### src/rtl/fpre_pkg.sv
package fpre_pkg;

   // Lock tracker states: no accepted count, one accepted count, locked.
   typedef enum logic [1:0] {
      LK_NONE   = 2'd0,
      LK_ARMED  = 2'd1,
      LK_LOCKED = 2'd2
   } fpre_lock_e;

   localparam int unsigned FPRE_TICKS_DEFAULT = 32;
   localparam int unsigned FPRE_RMIN_DEFAULT  = 80;
   localparam int unsigned FPRE_RMAX_DEFAULT  = 90;
   localparam int unsigned FPRE_TOL_DEFAULT   = 10;

endpackage

### src/rtl/fpre_edge_sync.sv
module fpre_edge_sync #(
   parameter int unsigned STAGES = 2
) (
   input  logic clk_i,
   input  logic rst_ni,
   input  logic async_i,
   output logic rise_o
);

   logic [STAGES-1:0] stage_q;
   logic              last_q;

   for (genvar g = 0; g < STAGES; g++) begin : g_stage
      if (g == 0) begin : g_first
         always_ff @(posedge clk_i or negedge rst_ni) begin
            if (!rst_ni) stage_q[g] <= 1'b0;
            else         stage_q[g] <= async_i;
         end
      end else begin : g_next
         always_ff @(posedge clk_i or negedge rst_ni) begin
            if (!rst_ni) stage_q[g] <= 1'b0;
            else         stage_q[g] <= stage_q[g-1];
         end
      end
   end

   always_ff @(posedge clk_i or negedge rst_ni) begin
      if (!rst_ni) last_q <= 1'b0;
      else         last_q <= stage_q[STAGES-1];
   end

   assign rise_o = stage_q[STAGES-1] & ~last_q;

endmodule

### src/rtl/fpre_period_meter.sv
module fpre_period_meter #(
   parameter int unsigned CNT_W = 13
) (
   input  logic             clk_i,
   input  logic             rst_ni,
   input  logic             rise_i,
   output logic [CNT_W-1:0] count_o,
   output logic             vld_o
);

   logic [CNT_W-1:0] run_q;
   logic             seen_q;

   always_ff @(posedge clk_i or negedge rst_ni) begin
      if (!rst_ni) begin
         run_q   <= '0;
         seen_q  <= 1'b0;
         count_o <= '0;
         vld_o   <= 1'b0;
      end else begin
         vld_o <= 1'b0;
         if (rise_i) begin
            run_q  <= CNT_W'(1);
            seen_q <= 1'b1;
            if (seen_q) begin
               count_o <= run_q;
               vld_o   <= 1'b1;
            end
         end else if (run_q != '1) begin
            run_q <= run_q + 1'b1;
         end
      end
   end

endmodule

### src/rtl/fpre_ratio_lock.sv
module fpre_ratio_lock
   import fpre_pkg::*;
#(
   parameter int unsigned TICKS         = 32,
   parameter int unsigned RATIO_MIN     = 80,
   parameter int unsigned RATIO_MAX     = 90,
   parameter int unsigned TOL           = 10,
   parameter int unsigned CNT_W         = 13,
   parameter int unsigned RW            = 7,
   parameter int unsigned RATIO_RESET   = 80,
   parameter bit          ROUND_NEAREST = 1'b1
) (
   input  logic             clk_i,
   input  logic             rst_ni,
   input  logic             vld_i,
   input  logic [CNT_W-1:0] count_i,
   output logic [RW-1:0]    ratio_o,
   output logic             locked_o
);

   localparam int unsigned WIN_LO = RATIO_MIN * TICKS - TOL;
   localparam int unsigned WIN_HI = RATIO_MAX * TICKS + TOL;

   fpre_lock_e       state_q;
   logic [CNT_W-1:0] prev_q;
   logic             in_win;
   logic [CNT_W-1:0] delta;
   logic             close;
   logic [CNT_W:0]   quot;
   logic [RW-1:0]    ratio_next;

   assign in_win = (count_i >= CNT_W'(WIN_LO)) && (count_i <= CNT_W'(WIN_HI));
   assign delta  = (count_i > prev_q) ? (count_i - prev_q) : (prev_q - count_i);
   assign close  = (delta <= CNT_W'(TOL));

   if (ROUND_NEAREST) begin : g_round
      assign quot = ({1'b0, count_i} + (CNT_W+1)'(TICKS / 2)) / (CNT_W+1)'(TICKS);
   end else begin : g_trunc
      assign quot = {1'b0, count_i} / (CNT_W+1)'(TICKS);
   end

   always_comb begin
      if (quot < (CNT_W+1)'(RATIO_MIN))      ratio_next = RW'(RATIO_MIN);
      else if (quot > (CNT_W+1)'(RATIO_MAX)) ratio_next = RW'(RATIO_MAX);
      else                                   ratio_next = RW'(quot);
   end

   always_ff @(posedge clk_i or negedge rst_ni) begin
      if (!rst_ni) begin
         ratio_o <= RW'(RATIO_RESET);
         state_q <= LK_NONE;
         prev_q  <= '0;
      end else if (vld_i) begin
         prev_q <= count_i;
         if (!in_win) begin
            state_q <= LK_NONE;
         end else begin
            ratio_o <= ratio_next;
            if (state_q == LK_NONE) state_q <= LK_ARMED;
            else if (close)         state_q <= LK_LOCKED;
            else                    state_q <= LK_ARMED;
         end
      end
   end

   assign locked_o = (state_q == LK_LOCKED);

endmodule

### src/rtl/fpre_tick_divider.sv
module fpre_tick_divider #(
   parameter int unsigned TICKS = 32,
   parameter int unsigned RW    = 7
) (
   input  logic          clk_i,
   input  logic          rst_ni,
   input  logic          rise_i,
   input  logic [RW-1:0] ratio_i,
   output logic          tick_o
);

   localparam int unsigned IW = $clog2(TICKS + 1);

   logic [RW-1:0] cnt_q;
   logic [IW-1:0] idx_q;
   logic          wrap;

   assign wrap = (cnt_q >= ratio_i - RW'(1));

   always_ff @(posedge clk_i or negedge rst_ni) begin
      if (!rst_ni) begin
         cnt_q  <= '0;
         idx_q  <= '0;
         tick_o <= 1'b0;
      end else if (rise_i) begin
         cnt_q  <= '0;
         idx_q  <= IW'(1);
         tick_o <= 1'b1;
      end else if (wrap) begin
         cnt_q <= '0;
         if (idx_q < IW'(TICKS)) begin
            idx_q  <= idx_q + 1'b1;
            tick_o <= 1'b1;
         end else begin
            tick_o <= 1'b0;
         end
      end else begin
         cnt_q  <= cnt_q + 1'b1;
         tick_o <= 1'b0;
      end
   end

endmodule

### src/rtl/frame_prescaler.sv
module frame_prescaler
   import fpre_pkg::*;
#(
   parameter int unsigned TICKS         = FPRE_TICKS_DEFAULT,
   parameter int unsigned RATIO_MIN     = FPRE_RMIN_DEFAULT,
   parameter int unsigned RATIO_MAX     = FPRE_RMAX_DEFAULT,
   parameter int unsigned TOL           = FPRE_TOL_DEFAULT,
   parameter int unsigned SYNC_STAGES   = 2,
   parameter int unsigned RATIO_RESET   = FPRE_RMIN_DEFAULT,
   parameter bit          ROUND_NEAREST = 1'b1,
   localparam int unsigned RW           = $clog2(RATIO_MAX + 1)
) (
   input  logic          clk_i,
   input  logic          rst_ni,
   input  logic          frame_sync_i,
   output logic          tick_o,
   output logic [RW-1:0] ratio_o,
   output logic          locked_o
);

   localparam int unsigned CNT_W = $clog2(2 * (RATIO_MAX * TICKS + TOL));

   if (SYNC_STAGES < 2) begin : g_chk_sync
      $error("frame_prescaler: SYNC_STAGES must be at least 2");
   end
   if (RATIO_MIN < 2 || RATIO_MIN > RATIO_MAX) begin : g_chk_ratio
      $error("frame_prescaler: ratio range is invalid");
   end
   if (RATIO_RESET < RATIO_MIN || RATIO_RESET > RATIO_MAX) begin : g_chk_reset
      $error("frame_prescaler: RATIO_RESET outside ratio range");
   end
   if (TICKS < 2 || TOL >= RATIO_MIN * TICKS) begin : g_chk_ticks
      $error("frame_prescaler: TICKS or TOL invalid");
   end

   logic             rise_w;
   logic             meas_vld_w;
   logic [CNT_W-1:0] meas_cnt_w;

   fpre_edge_sync #(
      .STAGES (SYNC_STAGES)
   ) u_sync (
      .clk_i   (clk_i),
      .rst_ni  (rst_ni),
      .async_i (frame_sync_i),
      .rise_o  (rise_w)
   );

   fpre_period_meter #(
      .CNT_W (CNT_W)
   ) u_meter (
      .clk_i   (clk_i),
      .rst_ni  (rst_ni),
      .rise_i  (rise_w),
      .count_o (meas_cnt_w),
      .vld_o   (meas_vld_w)
   );

   fpre_ratio_lock #(
      .TICKS         (TICKS),
      .RATIO_MIN     (RATIO_MIN),
      .RATIO_MAX     (RATIO_MAX),
      .TOL           (TOL),
      .CNT_W         (CNT_W),
      .RW            (RW),
      .RATIO_RESET   (RATIO_RESET),
      .ROUND_NEAREST (ROUND_NEAREST)
   ) u_ratio (
      .clk_i    (clk_i),
      .rst_ni   (rst_ni),
      .vld_i    (meas_vld_w),
      .count_i  (meas_cnt_w),
      .ratio_o  (ratio_o),
      .locked_o (locked_o)
   );

   fpre_tick_divider #(
      .TICKS (TICKS),
      .RW    (RW)
   ) u_div (
      .clk_i   (clk_i),
      .rst_ni  (rst_ni),
      .rise_i  (rise_w),
      .ratio_i (ratio_o),
      .tick_o  (tick_o)
   );

endmodule

### config.mk
export PLATFORM = sky130hd
export DESIGN_NAME = frame_prescaler
export DESIGN_NICKNAME = d
export VERILOG_FILES = /design/src/rtl/fpre_pkg.sv /design/src/rtl/fpre_edge_sync.sv /design/src/rtl/fpre_period_meter.sv /design/src/rtl/fpre_ratio_lock.sv /design/src/rtl/fpre_tick_divider.sv /design/src/rtl/frame_prescaler.sv
export SDC_FILE = /design/constraint.sdc
export NUM_CORES = 1
export LEC_CHECK = 0
export ABC_AREA = 1
export BUFFER_PORTS_ARGS = -buffer_cell sky130_fd_sc_hd__buf_2
export CAP_MARGIN = 30
export CORE_ASPECT_RATIO = 0.8
export CORE_MARGIN = 2
export CORE_UTILIZATION = 30
export CTS_BUF_LIST = sky130_fd_sc_hd__clkbuf_8 sky130_fd_sc_hd__clkbuf_16
export DETAILED_ROUTE_END_ITERATION = 12
export GPL_ROUTABILITY_DRIVEN = 0
export HOLD_SLACK_MARGIN = 0.03
export PLACE_DENSITY = 0.46
export SLEW_MARGIN = 20
export SYNTH_ARGS = -nofsm -noshare
export SYNTH_HDL_FRONTEND = slang
export SYNTH_SLANG_ARGS = --single-unit
### constraint.sdc
create_clock -name clk_i -period 3.5 [get_ports clk_i]
set_clock_uncertainty 0.2 [all_clocks]
set_input_delay 0.7 -clock clk_i [delete_from_list [all_inputs] [get_ports clk_i]]
set_output_delay 0.7 -clock clk_i [all_outputs]
set_load 0.02 [all_outputs]
==> impl_metrics.env <==
export IMPL_p_leak_nw=2.876
export IMPL_clk_pin_slew_worst_paths_ns=0.06
export IMPL_placementRows=41
export IMPL_tightest_slew_ns=0.7578
export IMPL_slew_viol_final=0
export IMPL_via_count=4447
export IMPL_final_util_pct=35.03
export IMPL_synth_ff_type="dfrtp_1"
export IMPL_avgRoutedWirePerCell_um=13.63
export IMPL_ctsHoldBuffers=0
export IMPL_grt_max_degree=39
export IMPL_drive_above_1_share_pct=6.831
export IMPL_critPathCapture="u_div.idx_q[0]$_DFFE_PN0P_"
export IMPL_clock_path_buffers=2
export IMPL_worst_path_max_delay_cell="dfrtp_1"
export IMPL_reg2reg_depth=14
export IMPL_r2r_end="u_div.idx_q[0]$_DFFE_PN0P_"
export IMPL_path_class="flip-flop to flip-flop"
export IMPL_cp_data_required_time_ns=3.51
export IMPL_path_cells="inv_1 -> ha_1 -> nand2_1 -> nor3_1 -> xor2_1 -> ha_1 -> nand2_1 -> o21a_1 -> o211ai_1 -> nor2_1 -> a21oi_1 -> inv_1 -> o21ai_0 -> o21ai_0"
export IMPL_cts_buffers=9
export IMPL_ant_nets=0
export IMPL_ys_warn_count=0
export IMPL_worstPathArrival_ns=2.89
export IMPL_cts_resized=0
export IMPL_nNetsFinal=769
export IMPL_grt_pass1_wl_mm=21.67
export IMPL_fp_dieH_um=118.7
export IMPL_crit_start="u_ratio.ratio_o[0]$_DFFE_PN0P_"
export IMPL_cts_root_buf="clkbuf_16"
export IMPL_htreeDepth=3
export IMPL_drtPass1Iterations=5
export IMPL_avgSynthCellArea_um2=6.934
export IMPL_dp_hpwl_mm=10.26
export IMPL_ir_drop_mv=0.3075
export IMPL_critPathMaxFanout=9
export IMPL_cpPeakStageDelay_ns=0.37
export IMPL_antenna_found_initial=0
export IMPL_track_usage_pct=15.47
export IMPL_regToRegStartpoint="u_ratio.ratio_o[0]$_DFFE_PN0P_"
export IMPL_start_kind="flip-flop"
export IMPL_io_pin_count=12
export IMPL_post_drt_via_cell_ratio=4.696
export IMPL_die_x_um=147.3
export IMPL_seqCellArea_mm2=0.001679
export IMPL_min_period_ns=2.882
export IMPL_hold_class="flip-flop to flip-flop"
export IMPL_synthesis_nets=753
export IMPL_ys_ff_latch=67
export IMPL_syn_area_mm2=0.004930
export IMPL_drt_iter0_markers=361
export IMPL_overflow=0
export IMPL_portBuffers=11
export IMPL_post_cts_buffers=0
export IMPL_fillCellCount=1724
export IMPL_drc=0
export IMPL_grt_pass1_vias=4298
export IMPL_max_freq_mhz=347.0
export IMPL_synth_edf_count=0
export IMPL_rsz0062_at_grt="false"
export IMPL_powerDensity_mw_per_mm2=663.9
export IMPL_status="completed"
export IMPL_start_util_pct=31.00
export IMPL_end_kind="flip-flop"
export IMPL_slew_limit_headroom_pct=49.48
export IMPL_setup_viol=0
export IMPL_ys_async_sr_fraction_pct=100.0
export IMPL_r2r_slack_ns=0.62
export IMPL_fin_tns_setup_ns=0
export IMPL_multiInputGateArea_mm2=0.002763
export IMPL_core_area_mm2=0.01590
export IMPL_fin_crit_sh_pct=82.34
export IMPL_wirelength_mm=12.90
export IMPL_dieArea_mm2=0.01748
export IMPL_yosysSeqAreaShare_pct=34.06
export IMPL_cts_sinks=67
export IMPL_ys_types=37
export IMPL_antenna_cells=0
export IMPL_max_cap_violations=0
export IMPL_holdWs_ns=0.1488
export IMPL_synth_cells=711
export IMPL_syn2layout_area_growth_pct=12.99
export IMPL_finalHoldViolations=0
export IMPL_cts_tree="yes"
export IMPL_clkLatencyLatePin_ns=0.33
-- worst min-delay path by stage --
stage	startpoint	end	slack (ns)	depth (start not counted)
6_report	u_sync.stage_q[0]$_DFF_PN0_	u_sync.stage_q[1]$_DFF_PN0_	0.15	0
5_1_grt	u_sync.stage_q[0]$_DFF_PN0_	u_sync.stage_q[1]$_DFF_PN0_	0.15	0
4_1_cts	u_sync.stage_q[0]$_DFF_PN0_	u_sync.stage_q[1]$_DFF_PN0_	0.15	0
3_5_place_dp	u_sync.stage_q[0]$_DFF_PN0_	u_sync.stage_q[1]$_DFF_PN0_	0.14	0
3_3_place_gp	u_sync.stage_q[0]$_DFF_PN0_	u_sync.stage_q[1]$_DFF_PN0_	0.14	0
2_1_floorplan	u_sync.stage_q[0]$_DFF_PN0_	u_sync.stage_q[1]$_DFF_PN0_	0.13	0
-- synth_stat cells (4+ instances only) --
master,number,share of area (%)
a21oi_1,28,2.8
clkbuf_1,5,0.38
dfrtp_1,65,33
ha_1,37,9.4
inv_1,116,8.8
nand2_1,214,16
nand2_2,6,0.76
nand3_1,48,4.9
nand3b_1,4,0.61
nand4_1,19,2.4
nor2_1,52,4.0
nor2_4,4,0.91
nor3_1,10,1.0
o21a_1,5,0.76
o21ai_0,46,4.7
xor2_1,15,2.7
-- power breakdown --
part	leakage (nW)	total, W	switching, W	internal (W)
combinational	1.82	0.00175	0.00117	0.000582
sequential	0.888	0.000950	0.0000873	0.000862
clock	0.163	0.00100	0.000370	0.000631
total	2.88	0.00370	0.00162	0.00208
-- critical path, delay by kind of cell (launching register included) --
kind | cells | cell delay (ns)
adders and majority gates | 2 | 0.54
AOI/OAI and AO/OA | 5 | 0.81
and+or+nand+nor | 4 | 0.45
DFF | 1 | 0.37
xor gates and xnor gates | 1 | 0.11
buffers and inverters | 2 | 0.28
-- state kept, by name, summed over array words and instances (netlist names) --
signal and cells:
u_div.cnt_q 7, u_div.idx_q 6, u_div.tick_o 1, u_meter.count_o 13, u_meter.run_q 13, u_meter.seen_q 1
u_meter.vld_o 1, u_ratio.prev_q 13, u_ratio.ratio_o 7, u_ratio.state_q 2, u_sync.last_q 1, u_sync.stage_q 2
-- through the flow --
step	setup slack [ns]	area, um2	instances	power, W
floorplan	0.8141	4930	711	0.002300
global placement	0.6935	5244	931	0.002673
detailed placement	0.5939	5244	931	0.002697
CTS	0.5781	5570	947	0.003723
global route	0.2798	5570	947	0.004046
finish	0.6181	5570	947	0.003698
-- cell families (layout without fill, tap and decap cells) --
logic type      count (synthesis)  in the layout  share of synthesized area, %
simple gates                  371            371                         32.87
buf+inv                       127            148                         9.899
compound gates                 89             89                         9.772
flops                          67             67                         34.06
fa+ha+maj                      39             39                         10.20
xor+xnor                       18             18                         3.198
-- metal layers --
layer  routed length, um  up-vias  part of all wire (%)  GRT usage (%)
met2                5527       72                    43          23.77
met4                 148        0                   1.1          3.486
met3                 441       10                   3.4          2.857
met5                   0        -                     0              0
li1                    -     2305                     -              -
met1                6786     2060                    53          22.50
-- cell usage in the layout, fill, tap and decap left out, types with 3 or more instances in the layout --
cell	count
nand3b_1	4
o21ai_0	46
nor3_1	10
nand2_1	214
o211ai_1	3
nand2_2	6
buf_2	11
inv_1	117
dfrtp_1	65
xnor2_1	3
o21a_1	5
nor2_4	4
xor2_1	15
clkbuf_16	9
nand3_1	48
nor2_1	52
nor4_1	3
and2_1	3
a21oi_1	28
ha_1	37
nand4_1	19
-- layout make-up --
| type | count | share of cell area [%] |
|---|---|---|
| Clock buffer | 9 | 4.043 |
| Clock inverter | 7 | 1.819 |
| Sequential cell | 67 | 30.14 |
| Multi-Input combinational cell | 517 | 49.60 |
| Inverter | 118 | 7.951 |
| Timing Repair Buffer | 14 | 1.617 |
| Tap cell | 215 | 4.829 |
No activity file was read; power rests on OpenSTA's default activity.
